## src/rtl/proc_csr_pkg.sv

```systemverilog
package proc_csr_pkg;
  localparam int IDX_W       = 5;   // word index within the 32-word map
  localparam int INSTR_SLOTS = 16;
  localparam logic [IDX_W-1:0] IX_CTRL  = 5'd16;
  localparam logic [IDX_W-1:0] IX_RFSEL = 5'd17;
  localparam logic [IDX_W-1:0] IX_RFDAT = 5'd18;
  localparam logic [IDX_W-1:0] IX_RFRD  = 5'd19;
  localparam logic [IDX_W-1:0] IX_DEBUG = 5'd29;
  localparam logic [IDX_W-1:0] IX_COUNT = 5'd30;
  localparam logic [IDX_W-1:0] IX_IDENT = 5'd31;
  localparam int SEL_WE_BIT = 8;

  typedef enum logic [3:0] {
    SEL_INSTR, SEL_CTRL, SEL_RFSEL, SEL_RFDAT, SEL_RFRD,
    SEL_DEBUG, SEL_COUNT, SEL_IDENT, SEL_NONE
  } csr_sel_e;

  function automatic csr_sel_e decode_idx(input logic [IDX_W-1:0] idx);
    if (int'(idx) < INSTR_SLOTS) return SEL_INSTR;
    case (idx)
      IX_CTRL:  return SEL_CTRL;
      IX_RFSEL: return SEL_RFSEL;
      IX_RFDAT: return SEL_RFDAT;
      IX_RFRD:  return SEL_RFRD;
      IX_DEBUG: return SEL_DEBUG;
      IX_COUNT: return SEL_COUNT;
      IX_IDENT: return SEL_IDENT;
      default:  return SEL_NONE;
    endcase
  endfunction

  function automatic logic [31:0] merge_bytes(input logic [31:0] old_v,
                                              input logic [31:0] new_v,
                                              input logic [3:0]  strb);
    logic [31:0] r;
    for (int b = 0; b < 4; b++)
      r[8*b +: 8] = strb[b] ? new_v[8*b +: 8] : old_v[8*b +: 8];
    return r;
  endfunction
endpackage

```

## src/rtl/proc_csr_wr_chan.sv

```systemverilog
module proc_csr_wr_chan
  import proc_csr_pkg::*;
#(
  parameter int ADDR_W = 7
) (
  input  logic              clk,
  input  logic              rst_n,
  input  logic [ADDR_W-1:0] awaddr,
  input  logic              awvalid,
  output logic              awready,
  input  logic [31:0]       wdata,
  input  logic [3:0]        wstrb,
  input  logic              wvalid,
  output logic              wready,
  output logic [1:0]        bresp,
  output logic              bvalid,
  input  logic              bready,
  output logic              wr_fire,
  output logic [IDX_W-1:0]  wr_idx,
  output logic [31:0]       wr_data,
  output logic [3:0]        wr_strb
);
  logic pair_ok;
  assign pair_ok = awvalid && wvalid && !bvalid;
  assign awready = pair_ok;
  assign wready  = pair_ok;
  assign wr_fire = pair_ok;
  assign wr_idx  = awaddr[IDX_W+1:2];
  assign wr_data = wdata;
  assign wr_strb = wstrb;
  assign bresp   = 2'b00;

  always_ff @(posedge clk) begin
    if (!rst_n)        bvalid <= 1'b0;
    else if (wr_fire)  bvalid <= 1'b1;
    else if (bready)   bvalid <= 1'b0;
  end

  AST_AW_WITH_W: assert property (@(posedge clk) disable iff (!rst_n)
    (awvalid && awready) |-> (wvalid && wready));
  AST_B_FOLLOWS: assert property (@(posedge clk) disable iff (!rst_n)
    wr_fire |=> bvalid);
  AST_B_HOLD: assert property (@(posedge clk) disable iff (!rst_n)
    (bvalid && !bready) |=> bvalid);
endmodule

```

## src/rtl/proc_csr_rd_chan.sv

```systemverilog
module proc_csr_rd_chan
  import proc_csr_pkg::*;
#(
  parameter int ADDR_W = 7
) (
  input  logic              clk,
  input  logic              rst_n,
  input  logic [ADDR_W-1:0] araddr,
  input  logic              arvalid,
  output logic              arready,
  output logic [31:0]       rdata,
  output logic [1:0]        rresp,
  output logic              rvalid,
  input  logic              rready,
  output logic [IDX_W-1:0]  rd_idx,
  input  logic [31:0]       rd_value
);
  logic rd_fire;
  assign arready = !rvalid;
  assign rd_fire = arvalid && arready;
  assign rd_idx  = araddr[IDX_W+1:2];
  assign rresp   = 2'b00;

  always_ff @(posedge clk) begin
    if (!rst_n) begin
      rvalid <= 1'b0;
      rdata  <= '0;
    end else if (rd_fire) begin
      rvalid <= 1'b1;
      rdata  <= rd_value;
    end else if (rready) begin
      rvalid <= 1'b0;
    end
  end

  AST_R_FOLLOWS: assert property (@(posedge clk) disable iff (!rst_n)
    rd_fire |=> rvalid);
  AST_R_STABLE: assert property (@(posedge clk) disable iff (!rst_n)
    (rvalid && !rready) |=> (rvalid && $stable(rdata)));
endmodule

```

## src/rtl/proc_csr_store.sv

```systemverilog
module proc_csr_store
  import proc_csr_pkg::*;
#(
  parameter int          N_INSTR = 16,
  parameter int          RF_AW   = 5,
  parameter logic [31:0] ID_WORD = 32'h0DEB_AC7E
) (
  input  logic                  clk,
  input  logic                  rst_n,
  input  logic                  wr_fire,
  input  logic [IDX_W-1:0]      wr_idx,
  input  logic [31:0]           wr_data,
  input  logic [3:0]            wr_strb,
  input  logic [IDX_W-1:0]      rd_idx,
  output logic [31:0]           rd_value,
  output logic                  run_en,
  output logic                  core_rst,
  input  logic                  core_done,
  input  logic [31:0]           core_debug,
  input  logic [31:0]           core_icount,
  output logic [32*N_INSTR-1:0] imem_flat,
  output logic [RF_AW-1:0]      rf_addr,
  output logic [31:0]           rf_wdata,
  output logic                  rf_we,
  input  logic [31:0]           rf_rdata
);
  localparam int SLOT_W = (N_INSTR > 1) ? $clog2(N_INSTR) : 1;

  logic [31:0]      instr_q [N_INSTR];
  logic [1:0]       ctrl_q;
  logic [RF_AW-1:0] sel_addr_q;
  logic             sel_we_q;
  logic [31:0]      rfdat_q;
  logic             rf_touch_q;

  csr_sel_e    wsel, rsel;
  logic        locked;
  logic        host_rf_touch;
  logic [31:0] ctrl_view, sel_view, sel_merged;

  assign locked    = ctrl_q[0];
  assign wsel      = decode_idx(wr_idx);
  assign rsel      = decode_idx(rd_idx);
  assign ctrl_view = {29'b0, core_done, ctrl_q};
  always_comb begin
    sel_view = '0;
    sel_view[RF_AW-1:0]  = sel_addr_q;
    sel_view[SEL_WE_BIT] = sel_we_q;
  end
  assign sel_merged    = merge_bytes(sel_view, wr_data, wr_strb);
  assign host_rf_touch = wr_fire && !locked && (wsel == SEL_RFSEL || wsel == SEL_RFDAT);

  always_ff @(posedge clk) begin
    if (!rst_n) begin
      for (int i = 0; i < N_INSTR; i++) instr_q[i] <= '0;
      ctrl_q     <= '0;
      sel_addr_q <= '0;
      sel_we_q   <= 1'b0;
      rfdat_q    <= '0;
      rf_touch_q <= 1'b0;
    end else begin
      rf_touch_q <= host_rf_touch;
      if (wr_fire) begin
        case (wsel)
          SEL_INSTR:
            if (!locked)
              for (int i = 0; i < N_INSTR; i++)
                if (int'(wr_idx) == i) instr_q[i] <= merge_bytes(instr_q[i], wr_data, wr_strb);
          SEL_CTRL:  ctrl_q <= merge_bytes(ctrl_view, wr_data, wr_strb) & 32'h3;
          SEL_RFSEL:
            if (!locked) begin
              sel_addr_q <= sel_merged[RF_AW-1:0];
              sel_we_q   <= sel_merged[SEL_WE_BIT];
            end
          SEL_RFDAT: if (!locked) rfdat_q <= merge_bytes(rfdat_q, wr_data, wr_strb);
          default: ;
        endcase
      end
    end
  end

  always_comb begin
    rd_value = '0;
    case (rsel)
      SEL_INSTR:
        if (!locked && int'(rd_idx) < N_INSTR) rd_value = instr_q[rd_idx[SLOT_W-1:0]];
      SEL_CTRL:  rd_value = ctrl_view;
      SEL_RFSEL: if (!locked) rd_value = sel_view;
      SEL_RFDAT: if (!locked) rd_value = rfdat_q;
      SEL_RFRD:  if (!locked) rd_value = rf_rdata;
      SEL_DEBUG: rd_value = core_debug;
      SEL_COUNT: rd_value = core_icount;
      SEL_IDENT: rd_value = ID_WORD;
      default:   rd_value = '0;
    endcase
  end

  for (genvar g = 0; g < N_INSTR; g++) begin : g_imem
    assign imem_flat[32*g +: 32] = instr_q[g];
  end

  assign run_en   = ctrl_q[0];
  assign core_rst = ctrl_q[1];
  assign rf_addr  = sel_addr_q;
  assign rf_wdata = rfdat_q;
  assign rf_we    = rf_touch_q && sel_we_q && (sel_addr_q != '0);

  AST_RF_ONE_SHOT: assert property (@(posedge clk) disable iff (!rst_n)
    rf_we |=> !rf_we);
  AST_RF_CAUSED: assert property (@(posedge clk) disable iff (!rst_n)
    rf_we |-> $past(host_rf_touch));
  AST_RF_NOT_ZERO: assert property (@(posedge clk) disable iff (!rst_n)
    rf_we |-> (rf_addr != '0));
  AST_LOCK_IMEM: assert property (@(posedge clk) disable iff (!rst_n)
    run_en |=> $stable(imem_flat));
endmodule

```

## src/rtl/proc_csr_axil.sv

```systemverilog
module proc_csr_axil
  import proc_csr_pkg::*;
#(
  parameter int          ADDR_W  = 7,
  parameter int          N_INSTR = 16,
  parameter int          RF_AW   = 5,
  parameter logic [31:0] ID_WORD = 32'h0DEB_AC7E
) (
  input  logic                  clk,
  input  logic                  rst_n,
  input  logic [ADDR_W-1:0]     s_awaddr,
  input  logic                  s_awvalid,
  output logic                  s_awready,
  input  logic [31:0]           s_wdata,
  input  logic [3:0]            s_wstrb,
  input  logic                  s_wvalid,
  output logic                  s_wready,
  output logic [1:0]            s_bresp,
  output logic                  s_bvalid,
  input  logic                  s_bready,
  input  logic [ADDR_W-1:0]     s_araddr,
  input  logic                  s_arvalid,
  output logic                  s_arready,
  output logic [31:0]           s_rdata,
  output logic [1:0]            s_rresp,
  output logic                  s_rvalid,
  input  logic                  s_rready,
  output logic                  run_en,
  output logic                  core_rst,
  input  logic                  core_done,
  input  logic [31:0]           core_debug,
  input  logic [31:0]           core_icount,
  output logic [32*N_INSTR-1:0] imem_flat,
  output logic [RF_AW-1:0]      rf_addr,
  output logic [31:0]           rf_wdata,
  output logic                  rf_we,
  input  logic [31:0]           rf_rdata
);
  logic             wr_fire;
  logic [IDX_W-1:0] wr_idx, rd_idx;
  logic [31:0]      wr_data, rd_value;
  logic [3:0]       wr_strb;

  proc_csr_wr_chan #(.ADDR_W(ADDR_W)) u_wr (
    .clk(clk), .rst_n(rst_n),
    .awaddr(s_awaddr), .awvalid(s_awvalid), .awready(s_awready),
    .wdata(s_wdata), .wstrb(s_wstrb), .wvalid(s_wvalid), .wready(s_wready),
    .bresp(s_bresp), .bvalid(s_bvalid), .bready(s_bready),
    .wr_fire(wr_fire), .wr_idx(wr_idx), .wr_data(wr_data), .wr_strb(wr_strb)
  );

  proc_csr_rd_chan #(.ADDR_W(ADDR_W)) u_rd (
    .clk(clk), .rst_n(rst_n),
    .araddr(s_araddr), .arvalid(s_arvalid), .arready(s_arready),
    .rdata(s_rdata), .rresp(s_rresp), .rvalid(s_rvalid), .rready(s_rready),
    .rd_idx(rd_idx), .rd_value(rd_value)
  );

  proc_csr_store #(.N_INSTR(N_INSTR), .RF_AW(RF_AW), .ID_WORD(ID_WORD)) u_store (
    .clk(clk), .rst_n(rst_n),
    .wr_fire(wr_fire), .wr_idx(wr_idx), .wr_data(wr_data), .wr_strb(wr_strb),
    .rd_idx(rd_idx), .rd_value(rd_value),
    .run_en(run_en), .core_rst(core_rst), .core_done(core_done),
    .core_debug(core_debug), .core_icount(core_icount), .imem_flat(imem_flat),
    .rf_addr(rf_addr), .rf_wdata(rf_wdata), .rf_we(rf_we), .rf_rdata(rf_rdata)
  );
endmodule

```

## config.mk

```make
export PLATFORM = sky130hd
export DESIGN_NAME = proc_csr_axil
export DESIGN_NICKNAME = d
export VERILOG_FILES = /design/src/rtl/proc_csr_pkg.sv /design/src/rtl/proc_csr_wr_chan.sv /design/src/rtl/proc_csr_rd_chan.sv /design/src/rtl/proc_csr_store.sv /design/src/rtl/proc_csr_axil.sv
export SDC_FILE = /design/constraint.sdc
export NUM_CORES = 1
export LEC_CHECK = 0
export CAP_MARGIN = 20
export CORE_AREA = 2 2 291 293
export DETAILED_ROUTE_END_ITERATION = 12
export DIE_AREA = 0 0 293 295
export PLACE_DENSITY = 0.61
export SYNTH_ARGS = -nofsm -noshare
export SYNTH_HDL_FRONTEND = slang
export SYNTH_SLANG_ARGS = --single-unit
```

## constraint.sdc

```tcl
create_clock -name clk -period 6.24 [get_ports clk]
set_input_delay 1.248 -clock clk [delete_from_list [all_inputs] [get_ports clk]]
set_output_delay 1.248 -clock clk [all_outputs]
set_load 0.01 [all_outputs]
```

==> run_results.csv, run 1 <==
group,metric,value,unit
pwr,power_frac_clock,39.5,%
pwr,irDropWorstVdd,0.1666,mV
run,drv_cap,0,
detailed_routing,drt_iter0_markers,2812,
detailed_routing,drc,0,
timing,slew_headroom,22.10,%
critical_path,reg2reg_to,"u_store.instr_q[5][19]",
timing,rsz0062_at_grt,"false",
critical_path,critPathLaunchType,"input pin",
clock_network,cts_sinks,587,
floorplan,die_w,293,um
clock_network,ctsHoldBuffers,0,
clock_network,post_cts_buffers,0,
global_routing,grt_pass1_wl,180200,um
pwr,swShare,27.03,%
cells_and_area,nets,2856,
clock_network,clockBufferDepth,3,
worst_hold_path,hold_end,"u_store.rf_wdata[13]",
timing,worstMarginPinSlew,1164,ps
clock_network,cts_root_buffer,"clkbuf_16",
placed_design,hpwl,102000,um
cells_and_area,final_layout_size_suffix_gt1_share,12.16,%
pwr,power_frac_comb,14.5,%
pwr,switching_power,2.747,mW
synthesis,synth-seq-cells,587,
synthesis,async_flop_share,0,%
synthesis,syn_area,26840,um2
pwr,intPower,7.416,mW
detailed_routing,drt-pass1-iter-count,7,
timing,clock.fmax,235.0,MHz
critical_path,crit_arrival,3010,ps
global_routing,grt-ovfl-total,0,
floorplan,boundaryPins,747,
synthesis,synthFlopType,"edfxtp_1",
synthesis,avgSynthCellArea,13.48,um2
synthesis,yosys.area.top_type_share,57.29,%
critical_path,required,4990,ps
global_routing,grt_max_degree,85,
critical_path,r2r-start,"u_store.ctrl_q[0]",
critical_path,cpPeakStageDelay,670,ps
critical_path,end_kind,"primary output",
timing,period_share,68.20,%
synthesis,synth_cell_types,74,
timing,min_period,4256,ps
detailed_routing,wire_per_inst,35.44,um
global_routing,grt_pass1_vias,21198,
outcome,status,"complete, no violations",
timing,hold_viol,0,
timing,setup_violations,0,
clock_network,post_cts_resized,0,
critical_path,reg2regPathDepth,8,
clock_network,clock_latency,640,ps
synthesis,synth.area.top_cells,"edfxtp_1 (57%), and2_1 (8.3%), dfxtp_1 (5.6%), mux4_2 (5.5%), mux2i_1 (3.5%)",
critical_path,critPathBufInv,2,
worst_hold_path,min_delay_path_depth,2,
cells_and_area,areaGrowthSynthToFinish,40.47,%
floorplan,die_h,295,um
placed_design,io_buffers,738,
detailed_routing,vias,22069,
synthesis,synth_edf_count,512,
pwr,power.density,269.6,nW/um2
worst_hold_path,hold_start,"u_store.rf_wdata[13]",
clock_network,clk_pin_slew,50,ps
detailed_routing,ant_nets,0,
floorplan,row_count,106,
floorplan,start_util,32.27,%
global_routing,antenna_found_initial,16,
critical_path,path_max_fanout,4,
cells_and_area,final_cells,3845,
synthesis,yosysWarningCount,0,
synthesis,yosysSeqAreaShare,62.89,%
placed_design,gp_congestion,0.9307,
timing,finalClockSkew,31.76,ps
critical_path,crit_slowest_cell,"clkdlybuf4s50_1",
critical_path,path_class,"in -> out",
synthesis,synth_top_area_cell,"edfxtp_1",
critical_path,crit_family,"buffers and inverters",
synthesis,synthCells,1991,
floorplan,die-area,86440,um2
critical_path,worstPathCellList,"clkdlybuf4s50_1 > nand2_1 > nor2_1 > clkdlybuf4s50_1",
critical_path,r2r_slack,2780,ps
detailed_routing,drt-total-wl,136300,um
pwr,power,10.16,mW
timing,slew_violations,0,
detailed_routing,vias_per_cell,5.740,
pwr,leakage,13.53,nW
timing,tns,0,ps
floorplan,fp.coreArea,83160,um2
clock_network,cts_tree,"done",
pwr,p_seq_share,45.9,%
worst_hold_path,worstHoldPathType,"reg -> reg",
clock_network,cts_buffers,67,
global_routing,grt_usage,30.38,%
critical_path,crit_top_cell,"clkdlybuf4s50_1",
placed_design,dp_cells,3707,
clock_network,h-tree-depth,3,
[worst max path at each step]
| stage | to | cells past startpoint | from |
|---|---|---|---|
| final | s_wready | 4 | s_wvalid |
| after global routing | s_awready | 4 | s_wvalid |
| after CTS | s_wready | 4 | s_wvalid |
| after detailed placement | u_rd.rdata[10] | 8 | s_araddr[6] |
| after global placement | u_rd.rdata[10] | 8 | s_araddr[6] |
| after floorplan | u_store.instr_q[8][0] | 6 | s_awaddr[3] |
[state kept, by name, indices dropped and copies added, names as in the netlist]
register	cells
u_rd.rdata	32
u_rd.rvalid	1
u_store.ctrl_q	2
u_store.instr_q	512
u_store.rf_addr	5
u_store.rf_touch_q	1
u_store.rf_wdata	32
u_store.sel_we_q	1
u_wr.bvalid	1
[worst min-delay path, stage by stage (launching register included)]
cell	delay (ps)
dfxtp_1	330
o21ai_0	80
a21oi_1	60
[synthesized netlist by cell type, types with 3 or more instances]
library cell	n
edfxtp_1	512
and2_1	354
nand2_1	139
nor2_1	111
clkbuf_1	97
mux2i_1	94
dfxtp_1	75
mux4_2	65
o21ai_0	47
buf_2	42
a21oi_1	39
a22oi_1	35
buf_4	33
a222oi_1	30
a221oi_1	25
mux2_2	25
o221a_2	25
a21o_1	21
nor3_1	18
nor2b_1	17
o211ai_1	15
o22ai_1	15
a2111oi_0	12
nor4_1	11
a32oi_1	10
o221ai_1	9
inv_1	8
nand3_1	8
and3_1	6
a32o_1	5
buf_6	5
nand2b_1	5
nor2_2	5
o2111ai_1	5
a31oi_1	4
buf_1	4
nand3b_1	3
nand4_1	3
nor3b_1	3
o211a_1	3
o22a_1	3
[layer usage]
layer / global-route usage [%] / up-vias / routed length, um
li1: - / 8951 / -
met1: 39.63 / 11166 / 51850
met2: 48.03 / 1701 / 62470
met3: 8.337 / 245 / 16290
met4: 12.08 / 6 / 5619
met5: 0 / - / 41
[cell usage in the layout (no fill, tap or decap), types with 17 or more instances in the layout]
cell type        Yosys  layout
a21o_1              21      21
clkbuf_16            0      68
mux2_2              25      25
a21oi_1             39      39
edfxtp_1           512     512
nand2_1            139     138
a222oi_1            30      30
a22oi_1             35      35
nor2_1             111     105
buf_4               33      74
mux4_2              65      65
dfxtp_1             75      75
o221a_2             25      25
nor3_1              18      17
a221oi_1            25      25
and2_1             354     354
clkdlybuf4s50_1      0     733
mux2i_1             94      94
o21ai_0             47      47
[through the flow]
stage	hold slack (ps)	setup WS, ps	util (%)	instance area (um2)
2_1_floorplan	462.7	3207	-	26850
3_3_place_gp	497.5	1692	42.52	35360
3_5_place_dp	506.3	1688	42.60	35420
4_1_cts	513.8	1862	45.23	37620
5_1_grt	534.7	1918	45.31	37680
6_report	517.8	1984	45.33	37700
[final cells by class]
cell class	instances	area, um2
inverter	9	33.78
tap	1080	1351
antenna	10	25.02
fill	7479	45460
multi-input combinational	1215	9154
sequential	587	16880
clock inverter	37	409.1
clock buffer	85	1785
timing repair buffer	822	8063
[cells by family after synthesis]
logic type	synth area share (%)
muxes	10.01
xor gates and xnor gates	0.03264
AOI/OAI and AO/OA	9.148
DFF	62.89
buffers and inverters	3.492
and+or+nand+nor	14.42
other	0.01397
[power by group through the flow]
stage / Combinational, mW / Sequential [mW] / Clock [mW]
floorplan: 0.442 / 4.78 / 0
global placement: 1.44 / 4.74 / 0
detailed placement: 1.45 / 4.74 / 0
CTS: 1.46 / 4.66 / 4.03
global route: 1.51 / 4.68 / 4.18
finish: 1.48 / 4.67 / 4.02
Note: power is estimated with default switching activity, not from simulation.
==> run 2, diff against run 1 <==
--- a/config.mk
+++ b/config.mk
@@ -6,10 +6,10 @@
 export NUM_CORES = 1
 export LEC_CHECK = 0
 export CAP_MARGIN = 20
-export CORE_AREA = 2 2 291 293
+export CORE_AREA = 2 2 290 292
 export DETAILED_ROUTE_END_ITERATION = 12
-export DIE_AREA = 0 0 293 295
-export PLACE_DENSITY = 0.61
+export DIE_AREA = 0 0 292 294
+export PLACE_DENSITY = 0.63
 export SYNTH_ARGS = -nofsm -noshare
 export SYNTH_HDL_FRONTEND = slang
 export SYNTH_SLANG_ARGS = --single-unit
==> constraint.sdc (replaced) <==
create_clock -name clk -period 3.7 [get_ports clk]
set_input_delay 0.74 -clock clk [delete_from_list [all_inputs] [get_ports clk]]
set_output_delay 0.74 -clock clk [all_outputs]
set_load 0.01 [all_outputs]
==> run_results.csv, run 2 (synthesis results as in run 1) <==
group,metric,value,unit
timing,period_share,89.24,%
floorplan,fp.coreArea,82890,um2
clock_network,clk_pin_slew,60,ps
timing,clock.fmax,302.8,MHz
critical_path,reg2regPathDepth,6,
critical_path,reg2reg_to,"u_store.instr_q[13][5]",
global_routing,grt_max_degree,44,
pwr,power.density,452.7,nW/um2
cells_and_area,largest_register_ffs,512,
critical_path,cpPeakStageDelay,760,ps
pwr,swShare,26.69,%
clock_network,ctsHoldBuffers,0,
placed_design,hpwl,104700,um
cells_and_area,nets,2937,
detailed_routing,drt_iter0_markers,2954,
floorplan,die_w,292,um
detailed_routing,drt-total-wl,135500,um
timing,worstMarginPinSlew,1165,ps
worst_hold_path,hold_end,"u_store.rf_wdata[1]",
timing,finalClockSkew,27.46,ps
pwr,power,17.42,mW
timing,setup_violations,0,
cells_and_area,num-fill-cells,7348,
pwr,power_frac_clock,40.2,%
cells_and_area,mostFrequentLayoutCells,"clkdlybuf4s50_1 (733), edfxtp_1 (512), and2_1 (354)",
placed_design,io_buffers,738,
clock_network,post_cts_resized,0,
critical_path,crit_arrival,2560,ps
clock_network,cts_sinks,587,
detailed_routing,drc,0,
placed_design,gp_congestion,0.9602,
cells_and_area,areaGrowthSynthToFinish,43.41,%
timing,slew_headroom,22.05,%
critical_path,r2r-start,"u_wr.bvalid",
pwr,intPower,12.77,mW
global_routing,grt_usage,30.43,%
floorplan,die-area,85850,um2
clock_network,cts_root_buffer,"clkbuf_16",
critical_path,path_max_fanout,4,
detailed_routing,wire_per_inst,34.54,um
timing,slew_violations,0,
detailed_routing,ant_nets,0,
floorplan,die_h,294,um
floorplan,boundaryPins,747,
pwr,p_seq_share,45.3,%
pwr,leakage,14.02,nW
clock_network,clockBufferDepth,3,
floorplan,start_util,32.37,%
outcome,status,"complete, no violations",
timing,setup_slack,398.0,ps
clock_network,h-tree-depth,3,
clock_network,post_cts_buffers,0,
critical_path,critPathLaunchType,"input pin",
global_routing,grt_pass1_vias,21795,
floorplan,row_count,106,
cells_and_area,largest_register,"u_store.instr_q",
clock_network,cts_tree,"done",
critical_path,crit_top_cell,"clkdlybuf4s50_1",
critical_path,path_class,"in -> out",
cells_and_area,final_layout_size_suffix_gt1_share,14.84,%
cells_and_area,final_common_cell,"clkdlybuf4s50_1",
critical_path,required,2960,ps
clock_network,cts_buffers,69,
clock_network,clock_latency,630,ps
global_routing,grt_pass1_wl,181300,um
critical_path,worstPathCellList,"clkdlybuf4s50_1 > nand2_1 > nor2_1 > clkdlybuf4s50_1",
critical_path,crit_slowest_cell,"clkdlybuf4s50_1",
timing,rsz0062_at_grt,"false",
pwr,power_frac_comb,14.6,%
detailed_routing,vias_per_cell,5.727,
detailed_routing,vias,22460,
critical_path,r2r_slack,1060,ps
worst_hold_path,hold_start,"u_store.rf_wdata[1]",
timing,min_period,3302,ps
run,drv_cap,0,
worst_hold_path,min_delay_path_depth,2,
placed_design,dp_slack,72.96,ps
critical_path,end_kind,"primary output",
global_routing,antenna_found_initial,26,
worst_hold_path,worstHoldPathType,"reg -> reg",
pwr,irDropWorstVdd,0.3193,mV
pwr,switching_power,4.650,mW
detailed_routing,drt-pass1-iter-count,7,
timing,tns,0,ps
global_routing,grt-ovfl-total,0,
timing,hold_viol,0,
run 2: changes by cell type in the layout (fill, tap and decap cells not counted), moves of 2 or more:
| cell | delta |
|---|---|
| buf_12 | +12 |
| clkinvlp_4 | -2 |
| buf_4 | +75 |
| clkinv_2 | +6 |
| clkbuf_8 | -2 |
| bufinv_16 | +2 |
| clkbuf_16 | +2 |
| clkinv_4 | +2 |
| clkbuf_1 | -6 |
| buf_6 | -8 |
| diode_2 | -5 |
run 2: worst max path at each step:
| stage | from | to | depth (start not counted) |
|---|---|---|---|
| finish | s_wvalid | s_wready | 4 |
| global route | s_wvalid | s_wready | 4 |
| CTS | s_wvalid | s_wready | 4 |
| floorplan | s_awaddr[3] | u_store.instr_q[8][0] | 6 |
| global placement | s_wvalid | u_store.instr_q[14][6] | 7 |
| detailed placement | s_wvalid | u_store.instr_q[14][6] | 7 |
run 2: per-layer routing:
| layer | vias to the layer above | GRT usage (%) | wire (um) |
|---|---|---|---|
| met5 | - | 0 | 100 |
| met4 | 14 | 12.25 | 5562 |
| met3 | 217 | 7.832 | 16060 |
| met2 | 1756 | 48.32 | 62460 |
| met1 | 11345 | 39.72 | 51290 |
| li1 | 9128 | - | - |
run 2: layout make-up:
class | count | area [um2] | area share [%]
Multi-Input combinational cell | 1215 | 9138 | 23.74
Clock inverter | 45 | 496.7 | 1.291
Tap cell | 1080 | 1351 | 3.511
Inverter | 9 | 33.78 | 0.08778
Antenna cell | 5 | 12.51 | 0.03251
Sequential cell | 587 | 16880 | 43.85
Clock buffer | 80 | 1799 | 4.675
Timing Repair Buffer | 901 | 8777 | 22.81
run 2: stage by stage:
stage	util (%)	std cells	hold slack, ps	cell area [um2]
detailed placement	43.64	3792	509.4	36180
CTS	46.41	3917	517.0	38470
global placement	43.64	3792	507.8	36180
global route	46.42	3918	545.4	38470
floorplan	-	1994	462.7	26850
finish	46.43	3922	527.3	38480
run 2: power groups by stage:
stage / Clock, mW / Combinational [mW] / Sequential [mW]
floorplan: 0 / 0.746 / 8.05
global placement: 0 / 2.51 / 8.00
detailed placement: 0 / 2.52 / 8.01
CTS: 7.01 / 2.53 / 7.87
global route: 7.26 / 2.61 / 7.90
finish: 7.00 / 2.54 / 7.89
run 2: worst max-delay path, delay by kind of cell:
kind,cells,cell delay (ps)
buffers and inverters,2,1350
and+or+nand+nor,2,460
